## src/rtl/cec_rxb_pkg.sv

```systemverilog
// Shared register indices and code values for the CEC receive frame buffer.
package cec_rxb_pkg;

    localparam int AW = 7;
    localparam int DW = 8;

    localparam logic [AW-1:0] A_RX_CMD = 7'd20;
    localparam logic [AW-1:0] A_RX_CLR = 7'd21;
    localparam logic [AW-1:0] A_DATA0  = 7'd64;
    localparam logic [AW-1:0] A_LEN    = 7'd80;
    localparam logic [AW-1:0] A_STAT   = 7'd81;
    localparam logic [AW-1:0] A_CNT    = 7'd82;

    typedef enum logic [1:0] {
        CMD_STOP    = 2'd0,
        CMD_READ    = 2'd1,
        CMD_DISABLE = 2'd2,
        CMD_ABORT   = 2'd3
    } rx_cmd_e;

    typedef enum logic [1:0] {
        ST_IDLE = 2'd0,
        ST_BUSY = 2'd1,
        ST_OK   = 2'd2,
        ST_ERR  = 2'd3
    } rx_stat_e;

endpackage

```

## src/rtl/cec_rxb_ctrl.sv

```systemverilog
// Host command decoder.
// Turns writes to the command and clear registers into a release pulse,
// a flush pulse and the receive-enable level.
// Assumes single-cycle write strobes. A release is only produced when a
// read command has pinned a frame and the buffer holds at least one frame.
module cec_rxb_ctrl
    import cec_rxb_pkg::*;
(
    input  logic          clk,
    input  logic          rst_n,
    input  logic          reg_wr,
    input  logic [AW-1:0] reg_addr,
    input  logic [1:0]    cmd_bits,
    input  logic          clr_bit,
    input  logic          buf_empty,
    output logic          rx_en,
    output logic          pop,
    output logic          flush
);

    logic    pinned;
    logic    clr_armed;
    logic    cmd_hit;
    logic    clr_hit;
    rx_cmd_e cmd;

    // Decode the write strobe into command and clear hits.
    always_comb begin
        cmd_hit = reg_wr && (reg_addr == A_RX_CMD);
        clr_hit = reg_wr && (reg_addr == A_RX_CLR);
        cmd     = rx_cmd_e'(cmd_bits);
    end

    // Release and flush pulses for the frame store and the intake.
    always_comb begin
        pop   = cmd_hit && (cmd == CMD_STOP) && pinned && !buf_empty;
        flush = (cmd_hit && (cmd == CMD_ABORT))
              || (clr_hit && !clr_bit && clr_armed);
    end

    // Track the pin, the receive enable and the armed half of the clear sequence.
    always_ff @(posedge clk) begin
        if (!rst_n) begin
            pinned    <= 1'b0;
            rx_en     <= 1'b1;
            clr_armed <= 1'b0;
        end else begin
            if (cmd_hit) begin
                case (cmd)
                    CMD_STOP:    begin pinned <= 1'b0; rx_en <= 1'b1; end
                    CMD_READ:    begin pinned <= 1'b1; rx_en <= 1'b1; end
                    CMD_DISABLE: rx_en  <= 1'b0;
                    CMD_ABORT:   pinned <= 1'b0;
                    default:     pinned <= pinned;
                endcase
            end
            if (clr_hit) begin
                clr_armed <= clr_bit;
                if (!clr_bit && clr_armed) pinned <= 1'b0;
            end
        end
    end

    // a disable command turns reception off on the next cycle.
    a_r6_disable_blocks: assert property (@(posedge clk) disable iff (!rst_n)
        (cmd_hit && cmd == CMD_DISABLE) |=> !rx_en);

    // a stop written without a pinned frame never releases.
    a_r4_stop_unpinned: assert property (@(posedge clk) disable iff (!rst_n)
        (cmd_hit && cmd == CMD_STOP && !pinned) |-> !pop);

endmodule

```

## src/rtl/cec_rxb_intake.sv

```systemverilog
// Frame intake.
// Follows the byte stream from the line engine, decides at the first byte
// of each frame whether the frame is kept, writes kept bytes into the free
// slot, and issues a commit with the frame's length (byte count minus one)
// on the final byte.
// Assumes the free slot stays free for the whole frame, which holds because
// only a commit can fill it.
module cec_rxb_intake #(
    parameter int MAXB = 16,
    parameter int DW   = 8,
    localparam int IDXW = $clog2(MAXB),
    localparam int PCW  = $clog2(MAXB + 1)
) (
    input  logic            clk,
    input  logic            rst_n,
    input  logic            in_valid,
    input  logic [DW-1:0]   in_byte,
    input  logic            in_last,
    input  logic            rx_en,
    input  logic            buf_full,
    input  logic            cancel,
    output logic            wr_en,
    output logic [IDXW-1:0] wr_idx,
    output logic [DW-1:0]   wr_byte,
    output logic            commit,
    output logic [IDXW-1:0] commit_len,
    output logic            receiving
);

    logic           in_frame;
    logic           keep;
    logic [PCW-1:0] pos;
    logic [PCW-1:0] pos_eff;
    logic           take;
    logic           fits;

    // Position and keep decision for the byte presented this cycle.
    always_comb begin
        pos_eff    = in_frame ? pos : '0;
        take       = in_frame ? keep : (rx_en && !buf_full);
        fits       = pos_eff < PCW'(MAXB);
        wr_en      = in_valid && take && fits && !cancel;
        wr_idx     = pos_eff[IDXW-1:0];
        wr_byte    = in_byte;
        commit     = wr_en && in_last;
        commit_len = pos_eff[IDXW-1:0];
        receiving  = in_frame && keep;
    end

    // Advance through the frame; an overlong or cancelled frame stops being kept.
    always_ff @(posedge clk) begin
        if (!rst_n) begin
            in_frame <= 1'b0;
            keep     <= 1'b0;
            pos      <= '0;
        end else if (in_valid) begin
            if (in_last) begin
                in_frame <= 1'b0;
                keep     <= 1'b0;
                pos      <= '0;
            end else begin
                in_frame <= 1'b1;
                keep     <= take && fits && !cancel;
                pos      <= fits ? pos_eff + 1'b1 : pos_eff;
            end
        end else if (cancel) begin
            keep <= 1'b0;
        end
    end

    // no byte is written while both slots are occupied.
    a_r5_write_has_room: assert property (@(posedge clk) disable iff (!rst_n)
        wr_en |-> !buf_full);

    // after a cancel the current frame is no longer being kept.
    a_r7_cancel_drops: assert property (@(posedge clk) disable iff (!rst_n)
        cancel |=> !receiving);

    // a byte past the size limit never completes a frame.
    a_r10_long_no_commit: assert property (@(posedge clk) disable iff (!rst_n)
        (in_valid && in_frame && pos == PCW'(MAXB)) |-> !commit);

endmodule

```

## src/rtl/cec_rxb_slots.sv

```systemverilog
// Frame slot store.
// A ring of SLOTS frame slots, each holding MAXB bytes and a length.
// Keeps the write pointer, the read pointer and the stored-frame count,
// and returns the oldest frame's byte at rd_idx together with its length.
// Assumes commit is never raised when full and pop never when empty.
module cec_rxb_slots #(
    parameter int SLOTS = 2,
    parameter int MAXB  = 16,
    parameter int DW    = 8,
    localparam int IDXW = $clog2(MAXB),
    localparam int PW   = (SLOTS > 1) ? $clog2(SLOTS) : 1,
    localparam int CNTW = $clog2(SLOTS + 1)
) (
    input  logic            clk,
    input  logic            rst_n,
    input  logic            wr_en,
    input  logic [IDXW-1:0] wr_idx,
    input  logic [DW-1:0]   wr_byte,
    input  logic            commit,
    input  logic [IDXW-1:0] commit_len,
    input  logic            pop,
    input  logic            flush,
    input  logic [IDXW-1:0] rd_idx,
    output logic [CNTW-1:0] count,
    output logic            full,
    output logic            empty,
    output logic [DW-1:0]   rd_byte,
    output logic [IDXW-1:0] rd_len
);

    logic [DW-1:0]   mem  [SLOTS][MAXB];
    logic [IDXW-1:0] lens [SLOTS];
    logic [PW-1:0]   wr_ptr;
    logic [PW-1:0]   rd_ptr;

    function automatic logic [PW-1:0] step(input logic [PW-1:0] p);
        return (p == PW'(SLOTS - 1)) ? '0 : p + 1'b1;
    endfunction

    // Occupancy flags and read-out of the oldest frame.
    always_comb begin
        full    = (count == CNTW'(SLOTS));
        empty   = (count == '0);
        rd_byte = mem[rd_ptr][rd_idx];
        rd_len  = lens[rd_ptr];
    end

    // Pointer and count bookkeeping; a flush wins over everything else.
    always_ff @(posedge clk) begin
        if (!rst_n || flush) begin
            wr_ptr <= '0;
            rd_ptr <= '0;
            count  <= '0;
        end else begin
            if (commit) wr_ptr <= step(wr_ptr);
            if (pop)    rd_ptr <= step(rd_ptr);
            case ({commit, pop})
                2'b10:   count <= count + 1'b1;
                2'b01:   count <= count - 1'b1;
                default: count <= count;
            endcase
        end
    end

    // Byte and length storage for the slot being filled.
    always_ff @(posedge clk) begin
        if (wr_en)  mem[wr_ptr][wr_idx] <= wr_byte;
        if (commit) lens[wr_ptr]        <= commit_len;
    end

    // a lone commit adds one frame.
    a_r2_commit_grows: assert property (@(posedge clk) disable iff (!rst_n)
        (commit && !pop && !flush) |=> count == CNTW'($past(count) + 1'b1));

    // a lone release removes one frame.
    a_r3_pop_shrinks: assert property (@(posedge clk) disable iff (!rst_n)
        (pop && !commit && !flush) |=> count == CNTW'($past(count) - 1'b1));

    // a commit and a release together leave the count alone.
    a_r12_swap_holds: assert property (@(posedge clk) disable iff (!rst_n)
        (commit && pop && !flush) |=> $stable(count));

    // a flush leaves the store empty.
    a_r7_flush_clears: assert property (@(posedge clk) disable iff (!rst_n)
        flush |=> empty);

    // the intake never commits into a full store.
    a_r5_room_on_commit: assert property (@(posedge clk) disable iff (!rst_n)
        commit |-> !full);

endmodule

```

## src/rtl/cec_rx_frame_buf.sv

```systemverilog
// CEC receive frame buffer, top level.
// Connects the byte intake, the slot store and the host command decoder,
// and drives the combinational register read-back: data window, length,
// status and stored-frame count.
// Assumes reg_addr is stable while reg_rdata is sampled.
module cec_rx_frame_buf
    import cec_rxb_pkg::*;
#(
    parameter int SLOTS = 2,
    parameter int MAXB  = 16,
    localparam int IDXW = $clog2(MAXB),
    localparam int CNTW = $clog2(SLOTS + 1)
) (
    input  logic          clk,
    input  logic          rst_n,
    input  logic          rx_valid,
    input  logic [DW-1:0] rx_byte,
    input  logic          rx_last,
    input  logic          reg_wr,
    input  logic [AW-1:0] reg_addr,
    input  logic [DW-1:0] reg_wdata,
    output logic [DW-1:0] reg_rdata
);

    logic            rx_en, pop, flush;
    logic            wr_en, commit, receiving;
    logic [IDXW-1:0] wr_idx, commit_len, rd_len, win_idx;
    logic [DW-1:0]   wr_byte, rd_byte;
    logic [CNTW-1:0] count;
    logic            full, empty;
    logic [AW-1:0]   win_off;
    logic            in_window;
    logic            unused_wdata;

    assign unused_wdata = ^reg_wdata[DW-1:2];

    cec_rxb_ctrl u_ctrl (
        .clk       (clk),
        .rst_n     (rst_n),
        .reg_wr    (reg_wr),
        .reg_addr  (reg_addr),
        .cmd_bits  (reg_wdata[1:0]),
        .clr_bit   (reg_wdata[0]),
        .buf_empty (empty),
        .rx_en     (rx_en),
        .pop       (pop),
        .flush     (flush)
    );

    cec_rxb_intake #(.MAXB(MAXB), .DW(DW)) u_intake (
        .clk        (clk),
        .rst_n      (rst_n),
        .in_valid   (rx_valid),
        .in_byte    (rx_byte),
        .in_last    (rx_last),
        .rx_en      (rx_en),
        .buf_full   (full),
        .cancel     (flush),
        .wr_en      (wr_en),
        .wr_idx     (wr_idx),
        .wr_byte    (wr_byte),
        .commit     (commit),
        .commit_len (commit_len),
        .receiving  (receiving)
    );

    cec_rxb_slots #(.SLOTS(SLOTS), .MAXB(MAXB), .DW(DW)) u_slots (
        .clk        (clk),
        .rst_n      (rst_n),
        .wr_en      (wr_en),
        .wr_idx     (wr_idx),
        .wr_byte    (wr_byte),
        .commit     (commit),
        .commit_len (commit_len),
        .pop        (pop),
        .flush      (flush),
        .rd_idx     (win_idx),
        .count      (count),
        .full       (full),
        .empty      (empty),
        .rd_byte    (rd_byte),
        .rd_len     (rd_len)
    );

    // Locate the address inside the data window.
    always_comb begin
        win_off   = reg_addr - A_DATA0;
        in_window = (reg_addr >= A_DATA0) && (win_off < AW'(MAXB));
        win_idx   = win_off[IDXW-1:0];
    end

    // Register read-back multiplexer.
    always_comb begin
        reg_rdata = '0;
        if (in_window) begin
            if (!empty && win_idx <= rd_len) reg_rdata = rd_byte;
        end else begin
            case (reg_addr)
                A_LEN:   if (!empty) reg_rdata = DW'(rd_len);
                A_STAT:  reg_rdata = DW'(!empty ? ST_OK : (receiving ? ST_BUSY : ST_IDLE));
                A_CNT:   reg_rdata = DW'(count);
                default: reg_rdata = '0;
            endcase
        end
    end

    // a partly received frame in an empty buffer reports busy.
    a_r9_busy_when_filling: assert property (@(posedge clk) disable iff (!rst_n)
        (reg_addr == A_STAT && empty && receiving) |-> reg_rdata == DW'(ST_BUSY));

endmodule

```

## config.mk

```make
export PLATFORM = sky130hd
export DESIGN_NAME = cec_rx_frame_buf
export DESIGN_NICKNAME = d
export VERILOG_FILES = /design/src/rtl/cec_rxb_pkg.sv /design/src/rtl/cec_rxb_ctrl.sv /design/src/rtl/cec_rxb_intake.sv /design/src/rtl/cec_rxb_slots.sv /design/src/rtl/cec_rx_frame_buf.sv
export SDC_FILE = /design/constraint.sdc
export NUM_CORES = 1
export LEC_CHECK = 0
export BUFFER_PORTS_ARGS = -buffer_cell sky130_fd_sc_hd__buf_2
export CAP_MARGIN = 5
export CELL_PAD_IN_SITES_DETAIL_PLACEMENT = 0
export CELL_PAD_IN_SITES_GLOBAL_PLACEMENT = 1
export CORE_MARGIN = 1.5
export CORE_UTILIZATION = 45
export DETAILED_ROUTE_END_ITERATION = 8
export GPL_TIMING_DRIVEN = 0
export PLACE_DENSITY = 0.76
export SLEW_MARGIN = 20
export SYNTH_ARGS = -nofsm -noshare
export SYNTH_HDL_FRONTEND = slang
export SYNTH_HIERARCHICAL = 1
export SYNTH_SLANG_ARGS = --single-unit
```

## constraint.sdc

```tcl
create_clock -name clk -period 5.2 [get_ports clk]
set_input_delay 1.04 -clock clk [delete_from_list [all_inputs] [get_ports clk]]
set_output_delay 1.04 -clock clk [all_outputs]
set_load 0.02 [all_outputs]
```

After elaboration in Yosys (flattened, before gate mapping). Memory sizes are Yosys's and may differ from the RTL's. A register that Yosys moved wholly into a read port is not among the register bits. Cells that the tools add are included. Widths: inputs -> output; s select.

$add $sub $neg: 6. $lt $le $gt $ge: 7. Equal/unequal tests: 11. Muxes and demuxes: 35. Bitwise operators: 2. Reductions and logical operators: 35.

Operator list (number): $mux 128 (1); $mux 8 (5); $bmux 8 s4 (1); $demux 8 s4 (1); $pmux 8 s3 (1); $eq 7x7->1 const B (3); $logic_and 1x1->1 (20); $mux 1 (18); $mux 5 (3); $eq 7x5->1 const B (2); $ge 5x5->1 const B (2); $not 4->5 (2); $eq 2x2->1 const B (4); $ge 7x7->1 const B (1); $lt 7x5->1 const B (1); $sub 7x7->7 const B (1); $reduce_bool 2->1 (3); $add 5x1->5 const B (1); $logic_not 1->1 (5); $lt 5x1->1 const B (1); $lt 5x5->1 const B (1); $eq 2x1->1 const B (2); $le 4x4->1 (1); $logic_not 2->1 (2); other kinds (10) (14).

Bits in registers: 14. Memory bits (writable): 264. Input bits: 28. Output and inout port bits: 8. Memories kept: 2.

Memory list: u_slots.mem (depth 2, width 128, read ports 1, clocked after Yosys merged registers in 1, wr ports 1, line cec_rxb_slots.sv:31) `logic [DW-1:0] mem [SLOTS][MAXB];`; u_slots.lens (depth 2, width 4, read ports 1, clocked after Yosys merged registers in 1, wr ports 1, line cec_rxb_slots.sv:32) `logic [IDXW-1:0] lens [SLOTS];`.

Logic depth before layout (Yosys ltp). Gate-level depths: netlist of run 1.

Depth after elaboration: 10. Gate-level depth with buffers: 10.

By module. Netlist of run 1, hierarchy kept.

Modules (own cells, without submodules): cec_rxb_slots (instances 1, cells each 445, area each 10390.0 sq um); cec_rxb_intake (instances 1, cells each 66, area each 540.5 sq um); cec_rx_frame_buf (instances 1, cells each 32, area each 252.7 sq um); cec_rxb_ctrl (instances 1, cells each 23, area each 211.5 sq um).

Worst setup path before layout of run 1. OpenSTA, ideal clock, no wires.

Path kind: input-to-output. Start: input reg_addr[1]. End: output reg_rdata[0]. Arrival: 3008 ps. Data required time: 4160 ps. Path slack: 1152 ps. Stages: 6. Path through: clkbuf_1 > clkbuf_1 > mux4_2 > mux4_2 > mux2_2 > a22o_2.

Word-level cells in the longest chain between the ends: 7.

Ends and longest elaborated chain: start, declared (line cec_rx_frame_buf.sv:20) `input logic [AW-1:0] reg_addr,`; $sub 7x7->7 (line cec_rx_frame_buf.sv:87) `win_off = reg_addr - A_DATA0;`; $not 4->5 (implied by the code) (line cec_rxb_slots.sv:44) `rd_byte = mem[rd_ptr][rd_idx];`; $bmux 8 s4 (line cec_rxb_slots.sv:44); $mux 8 (implied by the code) (2 in a row) (line cec_rxb_slots.sv:44); named net rd_byte[0] (line cec_rx_frame_buf.sv:28) `logic [DW-1:0] wr_byte, rd_byte;`; $mux 8 (line cec_rx_frame_buf.sv:96) `if (!empty && win_idx <= rd_len) reg_rdata = rd_byte;`; $mux 8 (line cec_rx_frame_buf.sv:95) `if (in_window) begin`; end, declared (line cec_rx_frame_buf.sv:22) `output logic [DW-1:0] reg_rdata`.

The timed path passes the listed nets, and every way through them passes these cells. The select of a mux whose other input is x is not followed.

Worst setup path after layout of run 1.
Start: input reg_addr[1]. End: output reg_rdata[2].

The elaborated chain is that of the path after synthesis.

==> results.cfg, run 1 <==
[outcome]
status = complete, no violations

[synth]
yosys.area.top_type = edfxtp_1
netlist_instances = 566
synth_area_per_cell_um2 = 20.1
yosysSeqAreaShare = 0.722
synth-edff-count = 264
synth_area_um2 = 11400
ys.flop_type = edfxtp_1
syn_nets = 600
async_flop_share = 0
netlist.area_leader.share = 0.696
synth.most_common_cell = edfxtp_1
synth_area_leaders = edfxtp_1 70%, mux4_2 16%, dfxtp_1 2.6%
ys_ff_latch = 279
yosys_warnings = 6
netlist_top_cells_count = 264 x edfxtp_1, 80 x mux4_2, 42 x nor2_1
yosysUniqueCellTypes = 50

[setup_path]
endpoint_kind = output pin
crit_slowest_cell = clkbuf_1
crit_chain = buf_2 > clkbuf_1 > clkbuf_1 > mux4_2 > mux4_2 > mux2_2 > a22o_2 > buf_2
path_buf_inv = 4
critPathTopFamily = buffers and inverters
cpPeakStageDelay_ns = 0.59
startpoint = reg_addr[1]
critPathRequiredTime_ns = 4.16
arrival_ns = 4.04
setup.worst_path.class = input pin to output pin
rr_startpoint = u_slots/count[0]$_SDFFE_PP0P_
cp-start-kind = input pin
crit_fanout = 10

[grt]
antenna_found_initial = 0
grt_usage = 0.186
first_global_vias = 5785
grt-ovfl-total = 0
grt_max_degree = 33
grt_pass1_wl_um = 35900

[run]
drv_cap = 0

[timing]
slew_viol_final = 0
fin_worst_skew_ns = 0.00795
tightest_slew_ns = 0.890
hold_viol = 0
hold_slack_ns = 0.528
fmax_mhz = 197
rsz0062_at_grt = false
setup-violations-final = 0
fin_ws_ns = 0.122
period_share = 0.976
fin_crit_ns = 5.08
relSlewSlack = 0.404

[power_and_ir_drop]
power.density_nw_per_um2 = 372
p_leak_nw = 4.08
clkPwrFrac = 0.435
p_sw_frac = 0.201
seq_power_share = 0.516
cell_internal_pwr_mw = 3.83
pwr-share-comb = 0.049
peakVddDrop_uv = 205
switchingPower_uw = 965

[route]
wl_per_cell_um = 24.3
dr.pass1.iters = 4
drc = 0
vias_per_cell = 5.82
drt_iter0_markers = 656
vias = 5630
wirelength_um = 23500
ant_nets = 0

[floorplanning]
die_width_um = 162
die-area_um2 = 26300
ioPinCount = 36
coreArea_um2 = 25000
rows = 58
initial_core_util = 0.455
die_h_um = 162

[min_path]
worstHoldPathType = flip-flop to flip-flop
min_from = u_slots/rd_ptr$_SDFFE_PP0P_

[layout]
drive_gt1_frac = 0.303
diodes = 0
nNetsFinal = 651
final_util = 0.514
synthToLayoutAreaGrowth_pct = 13.0

[clock_tree]
clk_pin_slew_ns = 0.06
htreeDepth = 1
cts.sinks = 279
cts-hold-fix-buffers = 0
post_cts_buffers = 0
cts_tree = built
cts-root-to-sink-buffers = 3
clock-root-buffer = clkbuf_16
cts_made_buffers = 28
insertion_delay_ns = 0.54

[place]
dp_slack_ns = -0.000937
portBuffers = 21
place.gp.congestion = 0.864
hpwl_um = 15900
-- cell usage in the layout, fill, tap and decap left out, types with 3 or more instances in the layout --
cell,instances
or3b_2,3
a22o_2,4
nand3_1,5
mux2_2,12
nor4b_1,3
and2_1,7
clkinv_1,4
nand4b_1,4
o21ai_0,5
mux4_2,80
xnor2_1,3
and2_2,4
nor4bb_1,3
and3_1,5
clkinvlp_4,5
buf_2,23
nand3b_1,8
nor2b_1,3
dfxtp_1,15
buf_1,4
edfxtp_1,264
a21oi_1,5
clkinv_2,3
nand2b_1,3
ha_1,6
clkbuf_1,14
clkbuf_16,29
bufinv_16,5
o21a_1,3
buf_4,18
inv_1,8
nand2_1,8
nor2_1,42
-- sequential cells by signal, summed over array words and instances (netlist names), 2 cells and up, named ones only --
| name | flops |
|---|---|
| u_slots/count | 2 |
| u_intake/pos | 5 |
| u_slots/lens | 8 |
| u_slots/mem | 256 |
-- path summary, 6_finish.rpt --
check / to / slack (ns) / cells past startpoint
worst min-delay path: u_slots/rd_ptr$_SDFFE_PP0P_ / 0.53 / 2
worst max-delay path: reg_rdata[2] / 0.12 / 8
worst min register to register: u_slots/rd_ptr$_SDFFE_PP0P_ / 0.53 / 2
worst max register to register: u_slots/mem[1][122]$_DFFE_PP_ / 2.07 / 7
-- metrics by stage --
step	cell area (µm²)	TNS (ns)	cells	total power [mW]
floorplan	11400	0	566	2.68
global placement	11900	-0.000110	917	2.75
detailed placement	11900	-0.000937	917	2.76
CTS	12900	0	968	4.84
global route	12900	0	968	4.94
finish	12900	0	968	4.80
-- layout make-up --
| class | count | area, µm² |
|---|---|---|
| Buffer | 36 | 214 |
| Clock buffer | 33 | 741 |
| Clock inverter | 18 | 226 |
| Fill cell | 1989 | 12200 |
| Inverter | 8 | 30.0 |
| Multi-Input combinational cell | 243 | 2920 |
| Sequential cell | 279 | 8230 |
| Tap cell | 330 | 413 |
| Timing Repair Buffer | 21 | 105 |
-- per-layer routing --
layer,vias up,part of all wire,wire length [µm],GRT usage
li1,2425,-,-,-
met3,32,0.076,1780,0.0299
met1,2934,0.42,9920,0.265
met5,-,0,0,0
met4,0,0.022,511,0.0580
met2,239,0.48,11300,0.297
-- repair_timing --
| action | CTS | global route |
|---|---|---|
| hold endpoints to repair | 0 | 0 |
| gates resized for setup | 0 | 1 |
| setup endpoints to repair | 0 | 4 |
-- kinds of logic (layout without fill, tap and decap cells) --
group	Yosys count	after routing	synth area share
AO/OA/AOI/OAI	32	32	0.0224
XOR/XNOR	4	4	0.00308
adder cells (fa/ha/maj)	6	6	0.00659
buffers and inverters	44	116	0.0213
flip-flops	279	279	0.722
multiplexers	93	93	0.171
AND/OR/NAND/NOR	108	108	0.0537
-- worst reg2reg max path, cell delays in order, from the launching register on --
cell,delay (ns)
dfxtp_1,0.44
nor2b_1,0.07
or3b_4,0.38
a21oi_2,0.17
and2_1,0.25
or3b_2,0.47
clkbuf_1,0.23
nor2_1,0.74
-- power by group through the flow --
stage,registers (mW),clock network (mW),logic (mW)
after floorplan,2.52,0,0.155
after global placement,2.52,0,0.225
after detailed placement,2.52,0,0.234
after CTS,2.48,2.13,0.236
after global routing,2.48,2.21,0.251
final,2.48,2.09,0.235
(Power assumes the default switching activity.)
==> inputs of run 2 (changes only) <==
Settings changed: CORE_UTILIZATION 45 to 59, CTS_CLUSTER_SIZE set to 8, PLACE_DENSITY 0.76 to 0.94, RECOVER_POWER set to 50.
==> run 2 against run 1 <==
Effect of this change: the run now ends with max-capacitance violations, max-slew violations left; via count grew 6.4%; maximum frequency is 0.53% lower; clock skew rose by 0.0081 ns; sequential share of layout area increased by 0.081 points; sequential power about the same; final cell count is 6.8% lower; critical endpoint unchanged.
==> results.cfg, run 2 (synthesized netlist as in run 1, its figures left out) <==
[outcome]
status = finished, violations left
violations = max-capacitance violations, max-slew violations

[layout]
most-common-layout-cells = 264 x edfxtp_1, 80 x mux4_2, 42 x nor2_1, 40 x clkbuf_16, 33 x clkbuf_1
final_common_cell = edfxtp_1
diodes = 0
largestRegisters = u_slots/mem (256), u_slots/lens (8), u_intake/pos (5)
nNetsFinal = 663
drive_gt1_frac = 0.282
top_register = u_slots/mem
largest_reg_flops = 256
synthToLayoutAreaGrowth_pct = 12.9

[timing]
fin_ws_ns = 0.0954
fin_crit_ns = 5.10
tightest_slew_ns = 1.64
hold_viol = 0
slew_viol_final = 132
relSlewSlack = -0.0928
timing.setup.tns_ns = 0
rsz0062_at_grt = false
fmax_mhz = 196
fin_worst_skew_ns = 0.0160
period_share = 0.982
setup-violations-final = 0

[place]
portBuffers = 21
dp_slack_ns = 0.0316
place.gp.congestion = 0.829
hpwl_um = 15600

[power_and_ir_drop]
peakVddDrop_uv = 237
p_leak_nw = 4.10
power.density_nw_per_um2 = 386

[run]
drv_cap = 5

[min_path]
min_from = u_slots/rd_ptr$_SDFFE_PP0P_
worstHoldPathType = flip-flop to flip-flop
hold_path_end = u_slots/rd_ptr$_SDFFE_PP0P_
holdPathStages = 2

[clock_tree]
clock-root-buffer = clkbuf_16
cts_tree = built
cts.sinks = 279
insertion_delay_ns = 0.51
clk_pin_slew_ns = 0.05
post_cts_buffers = 0
cts-root-to-sink-buffers = 3
htreeDepth = 2
cts_made_buffers = 40

[setup_path]
endpoint_kind = output pin
crit_slowest_cell = clkbuf_1
r2r_end = u_slots/mem[0][122]$_DFFE_PP_
rr_startpoint = u_slots/count[0]$_SDFFE_PP0P_
crit_chain = buf_2 > clkbuf_1 > clkbuf_1 > mux4_2 > mux4_2 > mux2_2 > a22o_2 > buf_2
cp-start-kind = input pin
crit_fanout = 10
arrival_ns = 4.06
reg2reg_slack_ns = 2.06
setup.worst_path.class = input pin to output pin
cpPeakStageDelay_ns = 0.57
reg2reg_depth = 7
critPathRequiredTime_ns = 4.16

[route]
ant_nets = 0
vias = 5991
drt_iter0_markers = 748
wirelength_um = 25600
vias_per_cell = 6.64
drc = 0
dr.pass1.iters = 5
wl_per_cell_um = 28.4

[floorplanning]
coreArea_um2 = 18800
die-area_um2 = 20200
ioPinCount = 36
die_width_um = 142
rows = 50
die_h_um = 142
initial_core_util = 0.605

[grt]
grt_usage = 0.268
grt-ovfl-total = 0
grt_pass1_wl_um = 38600
grt_max_degree = 33
first_global_vias = 6104
antenna_found_initial = 0
==> run 2: changes by cell type in the layout (fill, tap and decap cells not counted), sizes merged <==
cell	change
clkbuf	+32
bufinv	-5
buf	-12
clkinv	-7
clkinvlp	-5
inv	+1
==> run 2: worst max-delay path: cells and delay by family <==
| family | cells | cell delay [ns] |
|---|---|---|
| buf+inv | 4 | 1.45 |
| mux | 3 | 1.33 |
| compound gates | 1 | 0.24 |
==> run 2: worst max-delay path by stage <==
| stage | start | endpoint | slack, ns | depth (start not counted) |
|---|---|---|---|---|
| 6_report | reg_addr[1] | reg_rdata[2] | 0.1 | 8 |
| 5_1_grt | reg_addr[1] | reg_rdata[1] | 0.01 | 8 |
| 4_1_cts | reg_addr[1] | reg_rdata[1] | 0.05 | 8 |
| 3_5_place_dp | reg_addr[1] | reg_rdata[2] | 0.03 | 8 |
| 3_3_place_gp | reg_addr[1] | reg_rdata[2] | 0.11 | 8 |
| 2_1_floorplan | reg_addr[1] | reg_rdata[0] | 1.15 | 6 |
==> run 2: power by group <==
part	switching, mW	internal (mW)	total [mW]
clock network	0.862	1.39	2.25
logic	0.142	0.0925	0.234
registers	0.00624	2.48	2.48
==> run 2: repair_timing <==
item,4_1_cts,5_1_grt
endpoints found under the setup margin,1,3
hold buffers,0,0
cloned,0,0
resized for setup,1,3
==> run 2: per-stage QoR <==
| stage | power (mW) | std cells | utilization | hold slack, ns | cell area, µm² |
|---|---|---|---|---|---|
| floorplan | 2.68 | 566 | - | 0.460 | 11400 |
| global placement | 2.74 | 847 | 0.628 | 0.501 | 11800 |
| finish | 4.97 | 902 | 0.683 | 0.529 | 12900 |
| detailed placement | 2.75 | 847 | 0.628 | 0.509 | 11800 |
| global route | 5.10 | 902 | 0.683 | 0.558 | 12900 |
| CTS | 4.99 | 902 | 0.685 | 0.528 | 12900 |
==> run 2: area by class of cell <==
cell class | count | area [µm²]
inverter | 8 | 30.0
clock inverter | 2 | 25.0
clock buffer | 53 | 1050
fill | 1118 | 5970
timing repair buffer | 21 | 101
buffer | 36 | 185
multi-input combinational | 243 | 2920
tap | 260 | 325
sequential | 279 | 8230
==> run 2: routing by layer <==
layer,vias to the layer above,routed length [µm],share of wire,track usage
met5,-,0,0,0
met1,3098,9920,0.39,0.361
li1,2433,-,-,-
met3,69,2160,0.084,0.0572
met2,391,12700,0.50,0.442
met4,0,790,0.031,0.0928
==> inputs of run 3 (changes only) <==
Settings changed: ABC_AREA set to 1, CORE_UTILIZATION 59 to 50, PLACE_DENSITY 0.94 to 0.89, SKIP_CTS_REPAIR_TIMING set to 1.
Clock period 5.2 ns to 4.8 ns, I/O delays scaled along.
==> run 3 against run 2 <==
Effect of this change: critical path type unchanged; highest routed layer unchanged; core utilization down 11 points; the run still ends with max-capacitance violations, max-slew violations left; combinational power up 5%; non-clock buffer count up 33.
==> results.cfg, run 3 <==
[synth]
syn_nets = 1189
netlist.area_leader.share = 0.649
netlist_instances = 1155
synth_area_per_cell_um2 = 10.6
async_flop_share = 0
yosys_warnings = 6
yosysUniqueCellTypes = 35
ys.flop_type = edfxtp_1
synth.most_common_cell = nand2_1
yosys.area.top_type = edfxtp_1
ys_ff_latch = 279
synth-edff-count = 264
synth_area_leaders = edfxtp_1 65%, nand2_1 13%, nand3_1 8.8%
netlist_top_cells_count = 424 x nand2_1, 264 x edfxtp_1, 215 x nand3_1
synth_area_um2 = 12200
yosysSeqAreaShare = 0.673

[grt]
grt_usage = 0.239
grt_pass1_wl_um = 45700
first_global_vias = 8088
antenna_found_initial = 0
grt-ovfl-total = 0
grt_max_degree = 33

[setup_path]
critPathRequiredTime_ns = 3.84
cp-start-kind = input pin
setup.worst_path.class = input pin to output pin
path_buf_inv = 6
critPathTopFamily = buffers and inverters
crit_slowest_cell = clkbuf_1
arrival_ns = 3.06
cp_common_cell = nand2_1
crit_fanout = 10
crit_chain = clkbuf_1 > buf_2 > inv_1 > clkbuf_1 > nand3_1 > nand2_1 > nand2_1 > nand2_1 > nand2_1 > nand2_1 > inv_1 > nor2_1 > buf_2
reg2reg_depth = 9
critical_path_depth = 13
cpPeakStageDelay_ns = 0.52
endpoint_kind = output pin

[timing]
tightest_slew_ns = 1.89
slew_viol_final = 264
fin_crit_ns = 4.02
hold_viol = 0
setup-violations-final = 0
fin_worst_skew_ns = 0.0141
fin_ws_ns = 0.778
timing.setup.tns_ns = 0
relSlewSlack = -0.259
fmax_mhz = 249
period_share = 0.838
rsz0062_at_grt = false

[outcome]
status = finished, violations left
violations = max-capacitance violations, max-slew violations

[place]
place_area_um2 = 12700
portBuffers = 21
hpwl_um = 20000
place.gp.congestion = 0.868
dp_slack_ns = 0.838

[clock_tree]
clk_pin_slew_ns = 0.05
cts-root-to-sink-buffers = 3
clock-root-buffer = clkbuf_16
cts.sinks = 279
cts_made_buffers = 40
cts_tree = built
insertion_delay_ns = 0.51
htreeDepth = 2

[route]
wirelength_um = 29800
drt_iter0_markers = 840
drc = 0
ant_nets = 0
dr.pass1.iters = 5
vias = 8453
wl_per_cell_um = 19.2
vias_per_cell = 5.45

[layout]
design_area_um2 = 13800
largest_reg_flops = 256
largestRegisters = u_slots/mem (256), u_slots/lens (8), u_intake/pos (5)
most-common-layout-cells = 425 x nand2_1, 264 x edfxtp_1, 215 x nand3_1, 49 x inv_1, 46 x nor2_1
top_register = u_slots/mem
diodes = 0
nFillCells = 1984
final_common_cell = nand2_1
nNetsFinal = 1252
synthToLayoutAreaGrowth_pct = 13.0
drive_gt1_frac = 0.110

[floorplanning]
rows = 57
ioPinCount = 36
die-area_um2 = 25400
die_width_um = 159
initial_core_util = 0.505
coreArea_um2 = 24200
die_h_um = 159

[power_and_ir_drop]
peakVddDrop_uv = 261
power.density_nw_per_um2 = 393
p_leak_nw = 5.34

[min_path]
holdPathStages = 2
worstHoldPathType = flip-flop to flip-flop

[run]
drv_cap = 8
## run 3: changes by cell type after synthesis, sizes merged, moves of 5 or more
cell	delta
nor3	+21
buf	+30
mux4	-80
nand2	+424
nor2	+6
inv	+45
a21oi	+5
nand3	+213
nand3b	-7
mux2	-12
and2	-11
and3	-5
## run 3: per-stage QoR
stage	cells	util	power (mW)	hold slack [ns]
2_1_floorplan	1155	-	2.88	0.429
3_3_place_gp	1500	0.526	2.97	0.442
3_5_place_dp	1500	0.527	2.98	0.451
4_1_cts	1552	0.572	5.46	0.458
5_1_grt	1552	0.571	5.58	0.476
6_report	1552	0.571	5.43	0.455
## run 3: kinds of logic (layout without fill, tap and decap cells)
group / count (synthesis) / in the layout / share of synthesized area
adders and majority gates: 6 / 6 / 0.00614
xor gates and xnor gates: 3 / 3 / 0.00215
and+or+nand+nor: 726 / 726 / 0.257
AOI/OAI and AO/OA: 18 / 18 / 0.00768
buffers and inverters: 123 / 196 / 0.0537
DFF: 279 / 279 / 0.673
## run 3: final cells by class
type	count	area, µm²	share of cell area
clock inverter	1	16.3	0.00118
sequential	279	8230	0.596
buffer	69	413	0.0299
multi-input combinational	753	3350	0.243
clock buffer	51	1080	0.0786
timing repair buffer	21	104	0.00752
inverter	54	205	0.0149
tap	324	405	0.0294
## run 3: metal layers
layer / GRT usage / share of wire / routed length (µm) / up-vias
met5: 0 / 0 / 0 / -
met1: 0.325 / 0.41 / 12300 / 3942
li1: - / - / - / 4048
met2: 0.381 / 0.47 / 14000 / 400
met4: 0.0918 / 0.031 / 915 / 0
met3: 0.0492 / 0.087 / 2580 / 63
## run 3: path summary, 6_finish.rpt
path / start / to / slack, ns
max: reg_addr[1] / reg_rdata[7] / 0.78
min: u_ctrl/clr_armed$_SDFFE_PN0N_ / u_ctrl/clr_armed$_SDFFE_PN0N_ / 0.45
max reg2reg: u_intake/in_frame$_SDFFE_PN0P_ / u_slots/mem[1][66]$_DFFE_PP_ / 1.65
min reg2reg: u_ctrl/clr_armed$_SDFFE_PN0N_ / u_ctrl/clr_armed$_SDFFE_PN0N_ / 0.45
## run 3: power by group
part,switching (mW),internal (mW)
registers,0.00477,2.68
logic,0.189,0.0566
clock network,0.939,1.55
total,1.13,4.29
## run 3: tightest hold or removal path, stage by stage (launching register included)
cell	delay, ns
dfxtp_1	0.29
inv_1	0.06
a21oi_1	0.06
